File: config.mk
export PLATFORM = sky130hd
export DESIGN_NAME = ldst_clash_matrix
export DESIGN_NICKNAME = d
export VERILOG_FILES = /design/src/rtl/lsc_pkg.sv /design/src/rtl/lsc_entry_slot.sv /design/src/rtl/lsc_pair_cmp.sv /design/src/rtl/lsc_issue_gate.sv /design/src/rtl/ldst_clash_matrix.sv
export SDC_FILE = /design/constraint.sdc
export NUM_CORES = 1
export LEC_CHECK = 0
export BUFFER_PORTS_ARGS = -buffer_cell sky130_fd_sc_hd__buf_2
export CAP_MARGIN = 30
export CORE_ASPECT_RATIO = 1.75
export CORE_MARGIN = 2
export CORE_UTILIZATION = 45
export DETAILED_ROUTE_END_ITERATION = 7
export GPL_TIMING_DRIVEN = 0
export PLACE_DENSITY_LB_ADDON = 0.05
export SETUP_SLACK_MARGIN = 0.05
export SYNTH_ARGS = -nofsm -noshare
export SYNTH_HDL_FRONTEND = slang
export SYNTH_SLANG_ARGS = --single-unit
File: constraint.sdc
create_clock -name clk -period 2.7 [get_ports clk]
set_input_delay 0.135 -clock clk [delete_from_list [all_inputs] [get_ports clk]]
set_output_delay 0.135 -clock clk [all_outputs]
set_load 0.02 [all_outputs]
File: src/rtl/lsc_pkg.sv
package lsc_pkg;

  // Access kind as {store, load}
  typedef enum logic [1:0] {
    OP_NONE   = 2'b00,
    OP_LOAD   = 2'b01,
    OP_STORE  = 2'b10,
    OP_ATOMIC = 2'b11
  } op_kind_e;

  // Decide a clash for two valid entries with matching slices
  function automatic logic kind_conflict(op_kind_e a, op_kind_e b, logic bytes_hit);
    logic any_atomic;
    logic any_store;
    any_atomic = (a == OP_ATOMIC) || (b == OP_ATOMIC);
    any_store  = a[1] | b[1];
    return any_atomic | (any_store & bytes_hit);
  endfunction

endpackage

File: src/rtl/lsc_entry_slot.sv
module lsc_entry_slot
  import lsc_pkg::*;
#(
  parameter int ADDR_W = 16,
  parameter int MASK_W = 16,
  parameter int AGE_W  = 3,
  parameter int TAG_LO = 4,
  parameter int TAG_HI = 11,
  localparam int TAG_W = TAG_HI - TAG_LO + 1
) (
  input  logic              clk,
  input  logic              rst_n,
  input  logic              wr_en,
  input  logic              rel,
  input  logic [ADDR_W-1:0] wr_addr,
  input  logic [MASK_W-1:0] wr_mask,
  input  logic              wr_ld,
  input  logic              wr_st,
  input  logic [AGE_W-1:0]  wr_age,
  output logic              valid,
  output logic [TAG_W-1:0]  tag,
  output logic [MASK_W-1:0] mask,
  output op_kind_e          kind,
  output logic [AGE_W-1:0]  age
);

  logic              valid_nx;
  logic [TAG_W-1:0]  tag_nx;
  logic [MASK_W-1:0] mask_nx;
  op_kind_e          kind_nx;
  logic [AGE_W-1:0]  age_nx;
  logic              load_en;

  // Address bits outside the compared slice are deliberately dropped
  logic unused_addr;
  assign unused_addr = ^wr_addr;

  assign load_en = wr_en;

  always_comb begin
    valid_nx = valid;
    if (wr_en) begin
      valid_nx = 1'b1;
    end else if (rel) begin
      valid_nx = 1'b0;
    end
    tag_nx  = wr_addr[TAG_HI:TAG_LO];
    mask_nx = wr_mask;
    kind_nx = op_kind_e'({wr_st, wr_ld});
    age_nx  = wr_age;
  end

  always_ff @(posedge clk or negedge rst_n) begin
    if (!rst_n) begin
      valid <= 1'b0;
    end else begin
      valid <= valid_nx;
    end
  end

  // Payload has no reset; it is qualified by valid
  always_ff @(posedge clk) begin
    if (load_en) begin
      tag  <= tag_nx;
      mask <= mask_nx;
      kind <= kind_nx;
      age  <= age_nx;
    end
  end

endmodule

File: src/rtl/lsc_pair_cmp.sv
module lsc_pair_cmp
  import lsc_pkg::*;
#(
  parameter int TAG_W  = 8,
  parameter int MASK_W = 16
) (
  input  logic              va,
  input  logic              vb,
  input  logic [TAG_W-1:0]  tag_a,
  input  logic [TAG_W-1:0]  tag_b,
  input  logic [MASK_W-1:0] mask_a,
  input  logic [MASK_W-1:0] mask_b,
  input  op_kind_e          kind_a,
  input  op_kind_e          kind_b,
  output logic              hit
);

  logic slice_eq;
  logic bytes_hit;

  always_comb begin
    slice_eq  = (tag_a == tag_b);
    bytes_hit = |(mask_a & mask_b);
    hit       = va & vb & slice_eq & kind_conflict(kind_a, kind_b, bytes_hit);
  end

endmodule

File: src/rtl/lsc_issue_gate.sv
module lsc_issue_gate #(
  parameter int N     = 8,
  parameter int AGE_W = 3,
  parameter int SELF  = 0
) (
  input  logic [N-1:0]       valid,
  input  logic [N*AGE_W-1:0] ages,
  input  logic [N-1:0]       clash_row,
  output logic               ok
);

  logic [N-1:0]     older;
  logic [AGE_W-1:0] my_age;

  assign my_age = ages[SELF*AGE_W +: AGE_W];

  always_comb begin
    for (int j = 0; j < N; j++) begin
      logic [AGE_W-1:0] a_j;
      a_j = ages[j*AGE_W +: AGE_W];
      older[j] = valid[j] && (j != SELF) &&
                 ((a_j < my_age) || ((a_j == my_age) && (j < SELF)));
    end
    ok = valid[SELF] && ((older & clash_row) == '0);
  end

endmodule

File: src/rtl/ldst_clash_matrix.sv
module ldst_clash_matrix
  import lsc_pkg::*;
#(
  parameter int UNITS  = 4,
  parameter int ADDR_W = 16,
  parameter int MASK_W = 16,
  parameter int TAG_LO = 4,
  parameter int TAG_HI = 11,
  localparam int N      = 2 * UNITS,
  localparam int AGE_W  = $clog2(N),
  localparam int TAG_W  = TAG_HI - TAG_LO + 1,
  localparam int NPAIR  = N * (N - 1) / 2
) (
  input  logic                clk,
  input  logic                rst_n,
  input  logic [N-1:0]        wr_en,
  input  logic [N*ADDR_W-1:0] wr_addr,
  input  logic [N*MASK_W-1:0] wr_mask,
  input  logic [N-1:0]        wr_ld,
  input  logic [N-1:0]        wr_st,
  input  logic [N*AGE_W-1:0]  wr_age,
  input  logic [N-1:0]        rel,
  output logic [N*N-1:0]      clash_mtx,
  output logic [N-1:0]        issue_ok
);

  // Reset: asserted asynchronously, released through two flops
  logic rst_meta_n;
  logic rst_sync_n;

  always_ff @(posedge clk or negedge rst_n) begin
    if (!rst_n) begin
      rst_meta_n <= 1'b0;
      rst_sync_n <= 1'b0;
    end else begin
      rst_meta_n <= 1'b1;
      rst_sync_n <= rst_meta_n;
    end
  end

  logic [N-1:0]        ent_valid;
  logic [TAG_W-1:0]    ent_tag  [N];
  logic [MASK_W-1:0]   ent_mask [N];
  op_kind_e            ent_kind [N];
  logic [N*AGE_W-1:0]  ent_ages;
  logic [NPAIR-1:0]    pair_hit;

  for (genvar i = 0; i < N; i++) begin : g_slot
    lsc_entry_slot #(
      .ADDR_W (ADDR_W),
      .MASK_W (MASK_W),
      .AGE_W  (AGE_W),
      .TAG_LO (TAG_LO),
      .TAG_HI (TAG_HI)
    ) u_slot (
      .clk     (clk),
      .rst_n   (rst_sync_n),
      .wr_en   (wr_en[i]),
      .rel     (rel[i]),
      .wr_addr (wr_addr[i*ADDR_W +: ADDR_W]),
      .wr_mask (wr_mask[i*MASK_W +: MASK_W]),
      .wr_ld   (wr_ld[i]),
      .wr_st   (wr_st[i]),
      .wr_age  (wr_age[i*AGE_W +: AGE_W]),
      .valid   (ent_valid[i]),
      .tag     (ent_tag[i]),
      .mask    (ent_mask[i]),
      .kind    (ent_kind[i]),
      .age     (ent_ages[i*AGE_W +: AGE_W])
    );
  end

  // One comparator per unordered pair (upper triangle only)
  for (genvar i = 0; i < N; i++) begin : g_row
    for (genvar j = i + 1; j < N; j++) begin : g_col
      localparam int K = i * N - (i * (i + 1)) / 2 + (j - i - 1);
      lsc_pair_cmp #(
        .TAG_W  (TAG_W),
        .MASK_W (MASK_W)
      ) u_cmp (
        .va     (ent_valid[i]),
        .vb     (ent_valid[j]),
        .tag_a  (ent_tag[i]),
        .tag_b  (ent_tag[j]),
        .mask_a (ent_mask[i]),
        .mask_b (ent_mask[j]),
        .kind_a (ent_kind[i]),
        .kind_b (ent_kind[j]),
        .hit    (pair_hit[K])
      );
    end
  end

  // Mirror into the square matrix
  for (genvar i = 0; i < N; i++) begin : g_mi
    for (genvar j = 0; j < N; j++) begin : g_mj
      if (i == j) begin : g_diag
        assign clash_mtx[i*N+j] = 1'b0;
      end else if (j > i) begin : g_up
        localparam int KU = i * N - (i * (i + 1)) / 2 + (j - i - 1);
        assign clash_mtx[i*N+j] = pair_hit[KU];
      end else begin : g_lo
        localparam int KL = j * N - (j * (j + 1)) / 2 + (i - j - 1);
        assign clash_mtx[i*N+j] = pair_hit[KL];
      end
    end
  end

  for (genvar i = 0; i < N; i++) begin : g_issue
    lsc_issue_gate #(
      .N     (N),
      .AGE_W (AGE_W),
      .SELF  (i)
    ) u_gate (
      .valid     (ent_valid),
      .ages      (ent_ages),
      .clash_row (clash_mtx[i*N +: N]),
      .ok        (issue_ok[i])
    );
  end

endmodule

==> impl_metrics.json <==
{
  "status": "finished, violations left",
  "violations": "negative setup slack",
  "fin_area_um2": 27340,
  "cpMaxStageDelayCell": "nand3_1",
  "area_delta_synth_final_pct": 67.50,
  "synth.most_common_cell": "edfxtp_1",
  "yosys-top-cells-count": "edfxtp_1, xor2_1, a22o_1",
  "synth_area_um2": 16320,
  "vdd_drop_max_mv": 0.6512,
  "worst_hold_path_type": "reg2async",
  "clkPwrFrac_pct": 26.7,
  "die_area_um2": 37880,
  "dp_hpwl_um": 57670,
  "cp_cell_sequence": "buf_6 -> buf_12 -> buf_4 -> xor2_1 -> nor3_1 -> nand3_1 -> a211oi_2 -> nor4b_2 -> and4_1 -> buf_4 -> buf_6",
  "synth_mux_area_share_pct": 0,
  "grt_pass1_wl_um": 131500,
  "cts_buffer_depth": 3,
  "seq_power_share_pct": 37.7,
  "num-fill-cells": 2189,
  "worstMarginPinSlew_ps": 1016,
  "dpl_cell_area_um2": 18530,
  "synth_top_family_by_area": "compound AO/OA/AOI/OAI gates",
  "drcViolationCount": 0,
  "synth_adder_area_share_pct": 6.438,
  "finalSetupViolCount": 63,
  "num_io_pins": 386,
  "cts_sinks": 242,
  "synth_enable_flop_cells": 232,
  "utilization_pct": 76.14,
  "grt_use_total_pct": 48.25,
  "skew_ps": 24.47,
  "clk_latency_ps": 570,
  "combPwrFrac_pct": 35.6,
  "grt_pass1_vias": 19790,
  "required_ps": 2570,
  "synth.top_cells.by_area": "edfxtp_1, xor2_1, ha_1",
  "htree_levels": 1,
  "worstSetupPathType": "reg2out",
  "grt_use_met3_pct": 12.21,
  "powerDensity_nw_per_um2": 469.1,
  "power_leakage_uw": 0.01152,
  "ys_warn_count": 0,
  "p_sw_share_pct": 34.85,
  "fmax_mhz": 287.0,
  "ys_seq_area_share_pct": 44.21,
  "grt_max_degree": 31,
  "globalRouteOverflowTotal": 0,
  "timing.critical_path.buf_inv": 5,
  "fp.dieW_um": 148.0,
  "met2_usage_pct": 81.24,
  "crit_fanout": 3,
  "die_y_um": 256.0,
  "syn_avg_cell_area_um2": 11.23,
  "max_stage_delay_ps": 480,
  "grt.busiest_layer": "met2",
  "post-route-period-util_pct": 129.1,
  "dr.first_iter.drc_count": 2204,
  "vias": 18960,
  "nets": 2778,
  "startpoint_type": "flop",
  "synth-async-reset-ratio_pct": 4.132,
  "p_switching_uw": 4470,
  "viasPerCell": 6.605,
  "r2r_slack_ps": 1420,
  "drtPass1Iterations": 6,
  "synth_xor_area_share_pct": 12.02,
  "gr-usage-met1_pct": 46.62,
  "yosysTopAreaCell": "edfxtp_1",
  "relSlewSlack_pct": 32.25,
  "core_um2": 35910,
  "yosys.area_share.simple_pct": 10.57,
  "routedWlPerCell_um": 33.55,
  "port_buffers": 313,
  "wirelength_um": 96280,
  "hold_violations": 0,
  "place.gp.congestion": 1.150,
  "fin_cells": 2870,
  "p_int_uw": 8357,
  "synth_cell_types": 61,
  "synth_compound_area_share_pct": 20.07,
  "path_delay_family": "simple AND/OR/NAND/NOR gates",
  "maxSlewViolCount": 0,
  "syn_inst": 1453,
  "ant_nets": 0,
  "num_rows": 92,
  "clkSlewWorstSetupHoldPaths_ps": 70,
  "initial_core_util_pct": 45.45,
  "fin_crit_ps": 3485,
  "dp.cells": 2245,
  "yosys_most_used_dff": "edfxtp_1",
  "tns_ps": -16700,
  "numCtsBuffers": 23,
  "crit_arrival_ps": 3350,
  "fin_ws_ps": -784.8,
  "totalPowerFinal_uw": 12830,
  "synth_seq_cells": 242,
  "yosysTopAreaCellShare_pct": 42.68,
  "rsz0062_at_grt": "true",
  "clockRootBuffer": "clkbuf_16",
  "drive_gt1_share_pct": 44.76,
  "cp-end-kind": "output pin",
  "antenna_found_initial": 3,
  "max-cap-violations": 0,
  "cts_tree": "built"
}
==> registers in the layout (all words and copies together), names as in the netlist <==
signal and flops:
rst_sync_n 1, g_slot.u_slot.age 24, g_slot.u_slot.kind 16, g_slot.u_slot.valid 8
rst_meta_n 1, g_slot.u_slot.mask 128, g_slot.u_slot.tag 64
==> cell type report <==
type | instances | area, um^2 | share of cell area (%)
multi-input combinational | 1022 | 9869 | 36.09
timing repair buffer | 904 | 7570 | 27.68
sequential | 242 | 7217 | 26.39
buffer | 139 | 1160 | 4.242
clock buffer | 30 | 621.8 | 2.274
tap | 470 | 588.1 | 2.151
inverter | 48 | 180.2 | 0.6589
clock inverter | 12 | 130.1 | 0.4759
antenna | 3 | 7.507 | 0.02745
==> power groups by stage <==
stage | registers (uW) | logic, uW | clock network, uW
3_5_place_dp | 5240 | 2320 | 0
4_1_cts | 4790 | 4020 | 3360
2_1_floorplan | 4810 | 1550 | 0
5_1_grt | 4850 | 4680 | 3570
6_report | 4840 | 4560 | 3430
3_3_place_gp | 5240 | 2260 | 0
==> logic make-up (layout without fill, tap and decap cells) <==
family / count (synthesis) / after routing
compound gates: 424 / 424
xor+xnor: 224 / 224
fa+ha+maj: 84 / 84
buf+inv: 196 / 1133
flops: 242 / 242
other cells: 2 / 12
simple gates: 281 / 281
==> routing by layer <==
layer | part of all wire (%) | vias to the layer above
met4 | 14 | 2
met1 | 29 | 8910
li1 | - | 7506
met5 | 0.012 | -
met3 | 9.7 | 800
met2 | 47 | 1738
==> cell usage in the layout (no fill, tap or decap), types with 8 or more instances in the layout <==
cell type and instances:
a22o_1 106, buf_2 275, edfxtp_1 232, nor4_4 21
buf_12 16, nor2b_1 28, xnor2_2 20, ha_1 84
clkbuf_1 14, nand3_1 19, dfrtp_1 10, nand4_1 56
a221oi_1 45, conb_1 9, a221oi_2 56, o21ai_4 13
nor2_4 10, o21ai_1 11, a21o_1 30, nor3_1 10
a21oi_4 8, clkbuf_16 23, nand3b_1 12, and4_4 8
xor2_1 133, and3_1 16, o21ai_0 26, inv_1 47
buf_6 207, nand2b_1 22, nand2_1 12, buf_4 285
a22oi_2 8, nor4_2 9, a21oi_1 31, xnor2_1 60
dlygate4sd3_1 244, a22oi_1 17
==> through the flow <==
stage          worst slack (ps)  hold WS (ps)
2_1_floorplan             640.2        -160.6
3_3_place_gp             -743.2        -77.41
3_5_place_dp             -375.4        -74.92
4_1_cts                  -465.8         185.3
5_1_grt                  -841.4         211.2
6_report                 -784.8         195.3
==> path summary, 6_finish.rpt <==
kind,cells after the start,start,to
min,0,rst_sync_n$_DFF_PN0_,g_slot[6].u_slot.valid$_DFFE_PN0P_
min reg2reg,0,rst_sync_n$_DFF_PN0_,g_slot[6].u_slot.valid$_DFFE_PN0P_
max reg2reg,3,g_slot[6].u_slot.valid$_DFFE_PN0P_,g_slot[6].u_slot.valid$_DFFE_PN0P_
min in group clk,1,wr_en[6],g_slot[6].u_slot.mask[3]$_DFFE_PP_
max,11,g_slot[5].u_slot.tag[3]$_DFFE_PP_,issue_ok[0]
max in group asynchronous,3,rst_n,rst_sync_n$_DFF_PN0_
==> what timing repair did <==
action,in CTS,in global routing
hold buffers,243,1
setup buffers,316,33
resized for setup,557,117
setup endpoints to repair,64,64
cloned,0,0
pin swaps,131,75
endpoints found under the hold margin,243,7
No activity file was read; power rests on OpenSTA's default activity.
